[config.mk]
export PLATFORM = sky130hd
export DESIGN_NAME = strap_freq_select
export DESIGN_NICKNAME = d
export VERILOG_FILES = /design/src/rtl/strap_sel_pkg.sv /design/src/rtl/strap_capture.sv /design/src/rtl/code_source.sv /design/src/rtl/mn_config.sv /design/src/rtl/strap_freq_select.sv
export SDC_FILE = /design/constraint.sdc
export NUM_CORES = 1
export LEC_CHECK = 0
export ABC_AREA = 0
export BUFFER_PORTS_ARGS = -buffer_cell sky130_fd_sc_hd__buf_2
export CAP_MARGIN = 15
export CORE_MARGIN = 3
export CORE_UTILIZATION = 45
export CTS_BUF_LIST = sky130_fd_sc_hd__clkbuf_4 sky130_fd_sc_hd__clkbuf_8 sky130_fd_sc_hd__clkbuf_16
export CTS_CLUSTER_DIAMETER = 80
export CTS_CLUSTER_SIZE = 10
export DETAILED_ROUTE_END_ITERATION = 7
export PLACE_DENSITY = 0.76
export SETUP_SLACK_MARGIN = 0.1
export SLEW_MARGIN = 10
export SYNTH_ARGS = -nofsm -noshare
export SYNTH_HDL_FRONTEND = slang
export SYNTH_SLANG_ARGS = --single-unit
export TNS_END_PERCENT = 1
[constraint.sdc]
create_clock -name clk -period 1.4 [get_ports clk]
set_input_delay 0.07 -clock clk [delete_from_list [all_inputs] [get_ports clk]]
set_output_delay 0.07 -clock clk [all_outputs]
set_load 0.05 [all_outputs]
[src/rtl/strap_sel_pkg.sv]
package strap_sel_pkg;
  parameter int FS_W   = 5;
  parameter int DRV_W  = 2;
  parameter int OSEL_W = 2;
  parameter int M_W    = 5;
  parameter int N_W    = 9;

  parameter logic [M_W-1:0] M_RST = 5'b01101;
  parameter logic [N_W-1:0] N_RST = 9'h167;

  // Capture window: waiting for the strobe, strobe seen, closed.
  typedef enum logic [1:0] {
    CAP_WAIT   = 2'd0,
    CAP_ARMED  = 2'd1,
    CAP_FROZEN = 2'd2
  } cap_state_t;
endpackage

[src/rtl/strap_capture.sv]
module strap_capture
  import strap_sel_pkg::*;
#(
  parameter int FS_W   = strap_sel_pkg::FS_W,
  parameter int DRV_W  = strap_sel_pkg::DRV_W,
  parameter int OSEL_W = strap_sel_pkg::OSEL_W
) (
  input  logic              clk,
  input  logic              rst_n,
  input  logic              pwrgd_n,
  input  logic [FS_W-1:0]   pin_fs,
  input  logic [DRV_W-1:0]  pin_drv,
  input  logic [OSEL_W-1:0] pin_osel,
  input  logic              osel_we,
  input  logic [OSEL_W-1:0] osel_wdata,
  output logic [FS_W-1:0]   fs_lat,
  output logic [DRV_W-1:0]  drv_lat,
  output logic [OSEL_W-1:0] osel,
  output logic              frozen
);
  cap_state_t        state_q, state_d;
  logic [FS_W-1:0]   fs_q, fs_d;
  logic [DRV_W-1:0]  drv_q, drv_d;
  logic [OSEL_W-1:0] osel_q, osel_d;
  logic              sample;
  logic              sw_owns;

  assign sample  = (state_q != CAP_FROZEN) && !pwrgd_n;
  assign sw_owns = (state_q == CAP_FROZEN) && osel_we;

  always_comb begin
    state_d = state_q;
    case (state_q)
      CAP_WAIT:  if (!pwrgd_n) state_d = CAP_ARMED;
      CAP_ARMED: if (pwrgd_n)  state_d = CAP_FROZEN;
      default:   state_d = CAP_FROZEN;
    endcase
  end

  always_comb begin
    fs_d  = fs_q;
    drv_d = drv_q;
    if (sample) begin
      fs_d  = pin_fs;
      drv_d = pin_drv;
    end
  end

  // Each select bit is pin-owned during power-on, software-owned after.
  for (genvar b = 0; b < OSEL_W; b++) begin : g_osel
    always_comb begin
      osel_d[b] = osel_q[b];
      if (sample)       osel_d[b] = pin_osel[b];
      else if (sw_owns) osel_d[b] = osel_wdata[b];
    end
  end

  always_ff @(posedge clk or negedge rst_n) begin
    if (!rst_n) begin
      state_q <= CAP_WAIT;
      fs_q    <= '0;
      drv_q   <= '0;
      osel_q  <= '0;
    end else begin
      state_q <= state_d;
      fs_q    <= fs_d;
      drv_q   <= drv_d;
      osel_q  <= osel_d;
    end
  end

  assign fs_lat  = fs_q;
  assign drv_lat = drv_q;
  assign osel    = osel_q;
  assign frozen  = (state_q == CAP_FROZEN);
endmodule

[src/rtl/code_source.sv]
module code_source #(
  parameter int FS_W = strap_sel_pkg::FS_W
) (
  input  logic            clk,
  input  logic            rst_n,
  input  logic [FS_W-1:0] fs_lat,
  input  logic            sel_we,
  input  logic            sel_en_wdata,
  input  logic [FS_W-1:0] sel_code_wdata,
  input  logic            wd_reload,
  input  logic            wd_use_safe,
  input  logic [FS_W-1:0] wd_safe_code,
  output logic            sw_en,
  output logic [FS_W-1:0] sw_code,
  output logic [FS_W-1:0] active_code,
  output logic            code_update
);
  logic            en_q, en_d;
  logic [FS_W-1:0] code_q, code_d;
  logic [FS_W-1:0] prev_q;
  logic [FS_W-1:0] active;

  always_comb begin
    en_d   = en_q;
    code_d = code_q;
    if (wd_reload) begin
      en_d   = wd_use_safe;
      code_d = wd_use_safe ? wd_safe_code : fs_lat;
    end else if (sel_we) begin
      en_d   = sel_en_wdata;
      code_d = sel_code_wdata;
    end
  end

  assign active = en_q ? code_q : fs_lat;

  always_ff @(posedge clk or negedge rst_n) begin
    if (!rst_n) begin
      en_q   <= 1'b0;
      code_q <= '0;
      prev_q <= '0;
    end else begin
      en_q   <= en_d;
      code_q <= code_d;
      prev_q <= active;
    end
  end

  assign sw_en       = en_q;
  assign sw_code     = code_q;
  assign active_code = active;
  assign code_update = (active != prev_q);
endmodule

[src/rtl/mn_config.sv]
module mn_config #(
  parameter int             M_W   = strap_sel_pkg::M_W,
  parameter int             N_W   = strap_sel_pkg::N_W,
  parameter logic [M_W-1:0] M_RST = strap_sel_pkg::M_RST,
  parameter logic [N_W-1:0] N_RST = strap_sel_pkg::N_RST
) (
  input  logic           clk,
  input  logic           rst_n,
  input  logic           mn_we,
  input  logic           mn_en_wdata,
  input  logic [M_W-1:0] m_wdata,
  input  logic [N_W-1:0] n_wdata,
  input  logic           wd_reload,
  output logic           mn_en,
  output logic [M_W-1:0] m_div,
  output logic [N_W-1:0] n_div
);
  logic           en_q, en_d;
  logic [M_W-1:0] m_q, m_d;
  logic [N_W-1:0] n_q, n_d;
  logic           wr_ok;

  assign wr_ok = mn_we && !wd_reload;

  always_comb begin
    en_d = en_q;
    m_d  = m_q;
    n_d  = n_q;
    if (wd_reload) begin
      en_d = 1'b0;
    end else if (wr_ok) begin
      en_d = mn_en_wdata;
      m_d  = m_wdata;
      n_d  = n_wdata;
    end
  end

  always_ff @(posedge clk or negedge rst_n) begin
    if (!rst_n) begin
      en_q <= 1'b0;
      m_q  <= M_RST;
      n_q  <= N_RST;
    end else begin
      en_q <= en_d;
      m_q  <= m_d;
      n_q  <= n_d;
    end
  end

  assign mn_en = en_q;
  assign m_div = m_q;
  assign n_div = n_q;
endmodule

[src/rtl/strap_freq_select.sv]
module strap_freq_select #(
  parameter int FS_W        = strap_sel_pkg::FS_W,
  parameter int DRV_W       = strap_sel_pkg::DRV_W,
  parameter int OSEL_W      = strap_sel_pkg::OSEL_W,
  parameter int M_W         = strap_sel_pkg::M_W,
  parameter int N_W         = strap_sel_pkg::N_W,
  parameter int SYNC_STAGES = 2
) (
  input  logic              clk,
  input  logic              rst_n,
  input  logic              pwrgd_n,
  input  logic [FS_W-1:0]   pin_fs,
  input  logic [DRV_W-1:0]  pin_drv,
  input  logic [OSEL_W-1:0] pin_osel,
  input  logic              osel_we,
  input  logic [OSEL_W-1:0] osel_wdata,
  input  logic              sel_we,
  input  logic              sel_en_wdata,
  input  logic [FS_W-1:0]   sel_code_wdata,
  input  logic              mn_we,
  input  logic              mn_en_wdata,
  input  logic [M_W-1:0]    m_wdata,
  input  logic [N_W-1:0]    n_wdata,
  input  logic              wd_reload,
  input  logic              wd_use_safe,
  input  logic [FS_W-1:0]   wd_safe_code,
  output logic [FS_W-1:0]   active_code,
  output logic              code_update,
  output logic              sw_sel_en,
  output logic [FS_W-1:0]   sw_code,
  output logic              mn_active,
  output logic [M_W-1:0]    m_div,
  output logic [N_W-1:0]    n_div,
  output logic [FS_W-1:0]   fs_readback,
  output logic [DRV_W-1:0]  drv_readback,
  output logic [OSEL_W-1:0] osel,
  output logic              strap_frozen
);
  localparam int SYNC_MSB = SYNC_STAGES - 1;

  logic [SYNC_MSB:0] rst_pipe;
  logic              rst_sync_n;
  logic [FS_W-1:0]   fs_lat;

  always_ff @(posedge clk or negedge rst_n) begin
    if (!rst_n) rst_pipe <= '0;
    else        rst_pipe <= {rst_pipe[SYNC_MSB-1:0], 1'b1};
  end
  assign rst_sync_n = rst_pipe[SYNC_MSB];

  strap_capture #(.FS_W(FS_W), .DRV_W(DRV_W), .OSEL_W(OSEL_W)) u_cap (
    .clk        (clk),
    .rst_n      (rst_sync_n),
    .pwrgd_n    (pwrgd_n),
    .pin_fs     (pin_fs),
    .pin_drv    (pin_drv),
    .pin_osel   (pin_osel),
    .osel_we    (osel_we),
    .osel_wdata (osel_wdata),
    .fs_lat     (fs_lat),
    .drv_lat    (drv_readback),
    .osel       (osel),
    .frozen     (strap_frozen)
  );

  code_source #(.FS_W(FS_W)) u_src (
    .clk            (clk),
    .rst_n          (rst_sync_n),
    .fs_lat         (fs_lat),
    .sel_we         (sel_we),
    .sel_en_wdata   (sel_en_wdata),
    .sel_code_wdata (sel_code_wdata),
    .wd_reload      (wd_reload),
    .wd_use_safe    (wd_use_safe),
    .wd_safe_code   (wd_safe_code),
    .sw_en          (sw_sel_en),
    .sw_code        (sw_code),
    .active_code    (active_code),
    .code_update    (code_update)
  );

  mn_config #(.M_W(M_W), .N_W(N_W)) u_mn (
    .clk         (clk),
    .rst_n       (rst_sync_n),
    .mn_we       (mn_we),
    .mn_en_wdata (mn_en_wdata),
    .m_wdata     (m_wdata),
    .n_wdata     (n_wdata),
    .wd_reload   (wd_reload),
    .mn_en       (mn_active),
    .m_div       (m_div),
    .n_div       (n_div)
  );

  assign fs_readback = fs_lat;
endmodule

=== Word-level counts from Yosys, hierarchy flattened ===
Index checks and enable logic that the tools add are counted.

* Equal/unequal tests: 6
* Bitwise gates (word level): 1
* Reduce and logical (&&, ||, !) cells: 11
* Multiplexer cells: 15

{| class="wikitable"
|+ Operators by type and width
! operator !! number
|-
| 2-to-1 mux 5 bit || 4
|-
| 2-to-1 mux 1 bit || 8
|-
| != test 2 bit (second input constant) || 3
|-
| nonzero test 2 bit || 3
|-
| != test 5 bit || 1
|-
| 2-to-1 mux 2 bit || 2
|-
| one-hot mux 2 bit (2 select lines) || 1
|-
| AND reduction 2 bit || 2
|-
| logical AND 1 bit || 3
|-
| equality test 2 x 1 -> 1 bit (second input constant) || 1
|-
| equality test 2 bit (second input constant) || 1
|-
| zero test 1 bit || 2
|-
| zero test 2 bit || 1
|-
| inverter 1 bit || 1
|}

* Input bits: 45
* Register bits after elaboration: 39
* Word-level logic and storage cells: 44
* Output and inout bits: 37

=== Longest topological paths before layout ===
* Depth in word-level cells: 4
* Mapped depth: 5
* Depth with buffers taken out: 4

=== Modules after synthesis ===
From an unflattened synthesis, not the netlist that was laid out.

* Cell total of the unflattened synthesis: 119
* Area total of the unflattened synthesis: 1,766.7 um^2

{| class="wikitable"
|+ By module, submodules not included
! module !! seq. area each (um^2) !! instances !! area an instance (um^2) !! cells an instance
|-
| mn_config || 386.6 || 1 || 640.6 || 34
|-
| code_source || 275.3 || 1 || 594.3 || 52
|-
| strap_capture || 275.3 || 1 || 478.0 || 30
|-
| strap_freq_select || 50.0 || 1 || 53.8 || 3
|}

=== Worst setup path before layout ===
Ideal clock, no wire load.

* Path kind: reg-to-output
* Start point: register u_src.en_q (netlist: u_src.sw_en)
* End point: output port code_update
* Stages on the path, launching flop included: 6
* Data required time: 1.330 ns
* Data arrival time: 2.039 ns
* Slack: -0.709 ns
* Buffers on the path: 1
* Path through: dfrtp_1 -> buf_6 -> mux2_4 -> xor2_1 -> nor3_2 -> nand4b_1

* Cells in the longest elaborated chain, start to end: 2

{| class="wikitable"
|+ Ends and longest elaborated chain
! item !! RTL line !! text
|-
| start: declaration || code_source.sv:18 || <nowiki>logic en_q, en_d;</nowiki>
|-
| start signal: assignment || code_source.sv:43 || <nowiki>en_q <= en_d;</nowiki>
|-
| 2-to-1 mux 5 bit || code_source.sv:35 || <nowiki>assign active = en_q ? code_q : fs_lat;</nowiki>
|-
| named net active_code[3] || strap_freq_select.sv:27 || <nowiki>output logic [FS_W-1:0] active_code,</nowiki>
|-
| != test 5 bit || code_source.sv:52 || <nowiki>assign code_update = (active != prev_q);</nowiki>
|-
| end: declaration || strap_freq_select.sv:28 || <nowiki>output logic code_update,</nowiki>
|}

The timed path passes the listed nets, and every way through them passes these cells.

=== Worst setup path after layout ===
* Start point: register u_src.en_q (netlist: u_src.sw_en)
* End point: output port code_update

* Cells in the longest elaborated chain, start to end: 2

{| class="wikitable"
|+ Ends and longest elaborated chain
! item !! RTL line
|-
| 2-to-1 mux 5 bit || code_source.sv:35
|-
| != test 5 bit || code_source.sv:52
|}

Every way passes these cells.

==> out/qor.yml <==
grt:
  global_route.usage.total_pct: 19.8
  grt-ovfl-total: 0
  grt_max_degree: 23
  antenna_found_initial: 0
  grt_pass1_wl_um: 6370
  grt_pass1_vias: 1333
timing:
  fin_crit_sh_pct: 127
  fin_skew_ps: 6.48
  finalSetupViolations: 6
  setup_tns_ps: -584
  fin_ws_ps: -379
  grt_setup_unrepaired: "true"
  hold_viol_final: 0
  fin_crit_ps: 1780
  fmax_mhz: 562
  slew_viol_final: 0
clocking:
  cts_buffers: 5
  ctsRootBufferMaster: "clkbuf_8"
  cts_htree_levels: 2
  clk_pin_slew_ps: 70
  clock_latency_ps: 290
  cts_sinks: 39
  clock_path_buffers: 2
  cts_tree: "built"
synth:
  ys_seq_elements: 39
  syn-cell-area_um2: 1650
  async_flop_share_pct: 100
  syn_nets: 165
  syn_inst: 120
  synth_edf_count: 0
  synth.avg_cell_area_um2: 13.7
  yosysTopAreaCell: "dfrtp_1"
  synth_top_area_share_pct: 45.6
  synthTopCellsByCount: "30 x dfrtp_1, 23 x mux2_2, 9 x dfstp_2"
  yosysMostFrequentCell: "dfrtp_1"
  synthFlopType: "dfrtp_1"
  synthTopCellsByArea: "dfrtp_1 46%, mux2_2 16%, dfstp_2 14%"
  synth_cell_type_count: 26
  yosys_warnings: 0
  yosysSeqAreaShare_pct: 60.0
final_layout:
  drive_gt1_share_pct: 65.5
  layout.nets: 264
  insertedDiodeCount: 0
  area_delta_synth_final_pct: 45.6
  fill_cells: 257
power:
  p_sw_mw: 1.91
  p_int_mw: 2.72
  switching_share_pct: 41.2
  pwr-share-clk_pct: 20.6
  ir_worst_vdd_v: 0.00123
  power_mw: 4.63
  power.leakage_nw: 1.18
  combPwrFrac_pct: 45.5
  p_seq_share_pct: 34.0
  power_density_nw_per_um2: 1930
setup_path:
  crit_slowest_cell: "dfrtp_2"
  arrival_ps: 1710
  cp-start-kind: "register"
  timing.rr.start: "u_cap.state_q[1]$_DFFE_PN0P_"
  crit_buf_inv: 1
  crit_type: "register to output port"
  worstPathMaxFanout: 6
  max_stage_delay_ps: 460
  worst_ep_required_time_ps: 1330
  end_kind: "output port"
  crit_family: "flip-flops"
  crit_chain: "mux2_4, xor2_1, nor3_2, nand4b_1, buf_6"
  startpoint: "u_src.sw_en$_DFFE_PN0P_"
route:
  vias_per_cell: 4.88
  via_count: 1299
  routedWlPerCell_um: 15.1
  drt_pass1_iterations: 4
  initialDrtViolationCount: 69
  drc: 0
  antenna_left: 0
  routed_wl_um: 4010
placement:
  place_congestion: 0.741
  port-buffer-count: 81
  place_hpwl_um: 3050
die:
  coreArea_um2: 3440
  fp.dieArea_um2: 4420
  die_height_um: 66.5
  chipWidth_um: 66.5
  initial_core_util_pct: 47.8
  ioPinCount: 82
  num_rows: 21
hold_path:
  hp-class: "primary input to register"
  hold_start: "m_wdata[1]"
run_status:
  violations: "negative setup slack"
  status: "finished, violations left"
job:
  maxCapViolCount: 0
power by group through the flow:
stage	logic (mW)	clock network, mW	registers, mW
2_1_floorplan	0.728	0	2.28
3_3_place_gp	1.93	0	1.57
3_5_place_dp	1.96	0	1.59
4_1_cts	2.08	0.974	1.57
5_1_grt	2.21	1.03	1.61
6_report	2.10	0.953	1.57
worst paths after layout:
path                                          endpoint  slack (ps)  cells after the start
setup / recovery                           code_update        -380                      5
hold / removal               u_mn.m_div[1]$_DFFE_PN0P_          10                      2
setup reg to reg           u_cap.fs_lat[3]$_DFFE_PN0P_         140                      4
hold reg to reg              u_mn.m_div[4]$_DFFE_PN0P_         200                      1
max in group asynchronous      u_src.sw_en$_DFFE_PN0P_         920                      1
min in group asynchronous        rst_pipe[0]$_DFF_PN0_          90                      2
metrics by stage:
stage / cells / setup slack, ps / cell area, µm² / hold WS (ps) / util (%)
floorplan: 120 / -574 / 1650 / -226 / -
global placement: 252 / -71.3 / 2160 / -145 / 62.7
detailed placement: 252 / -104 / 2160 / -136 / 62.7
CTS: 265 / -357 / 2360 / 0.306 / 68.6
global route: 266 / -445 / 2400 / 1.32 / 69.6
finish: 266 / -379 / 2400 / 9.71 / 69.6
cells in the final DEF (no fill, tap or decap):
cell and instances:
a211oi_1 5, a21o_1 1, a21oi_1 5, and2_1 1, buf_2 74, buf_4 15, buf_6 6, bufinv_16 1
clkbuf_8 6, clkinv_2 1, conb_1 1, dfrtp_1 29, dfrtp_2 1, dfstp_2 9, dlygate4sd3_1 3, inv_1 1
mux2_2 21, mux2_4 5, mux2i_1 7, nand2_1 3, nand4b_1 1, nor2_1 5, nor2_4 1, nor2b_1 6
nor2b_4 1, nor3_1 2, nor3_2 1, o21ai_0 1, o22ai_1 2, or2_2 1, xnor2_2 1, xor2_1 3
per-layer routing:
layer / vias to the layer above / track usage, % / wire length [µm]
met5: - / 0 / 0
met4: 0 / 7.87 / 93
met3: 10 / 5.73 / 225
met2: 51 / 33.1 / 2100
met1: 617 / 24.0 / 1580
li1: 621 / - / -
kinds of logic (layout without fill, tap and decap cells):
logic type                count (synthesis)  in the layout  share of synthesized area, %
AOI/OAI and AO/OA                        14             14                          5.32
xor gates and xnor gates                  4              4                          2.13
DFF                                      39             39                          60.0
buffers and inverters                     7            107                          2.28
and+or+nand+nor                          22             22                          7.37
other                                     1              1                         0.228
muxes                                    33             33                          22.7
sequential cells by signal (all words and copies together), names as in the netlist:
register,flops
u_cap.fs_lat,5
u_src.sw_en,1
u_src.prev_q,5
u_cap.osel,2
u_mn.mn_en,1
u_mn.n_div,9
rst_pipe,2
u_mn.m_div,5
u_cap.drv_lat,2
u_src.sw_code,5
u_cap.state_q,2
layout make-up:
| class | count | area (µm²) | area share, % |
|---|---|---|---|
| clock buffers | 6 | 82.6 | 3.44 |
| flip-flops and latches | 39 | 988 | 41.2 |
| inverters | 1 | 3.75 | 0.157 |
| clock inverters | 2 | 35.0 | 1.46 |
| multi-input cells | 74 | 649 | 27.1 |
| repair buffers | 98 | 581 | 24.2 |
| well taps | 46 | 57.6 | 2.40 |
repair_timing:
| action | CTS | global route |
|---|---|---|
| gates resized for setup | 14 | 5 |
| hold buffers | 2 | 1 |
| setup buffers | 3 | 0 |
| hold endpoints to repair | 3 | 1 |
| setup endpoints to repair | 11 | 14 |
| pin swaps | 2 | 3 |
| gates cloned | 0 | 0 |
No activity file was read; power rests on OpenSTA's default activity.
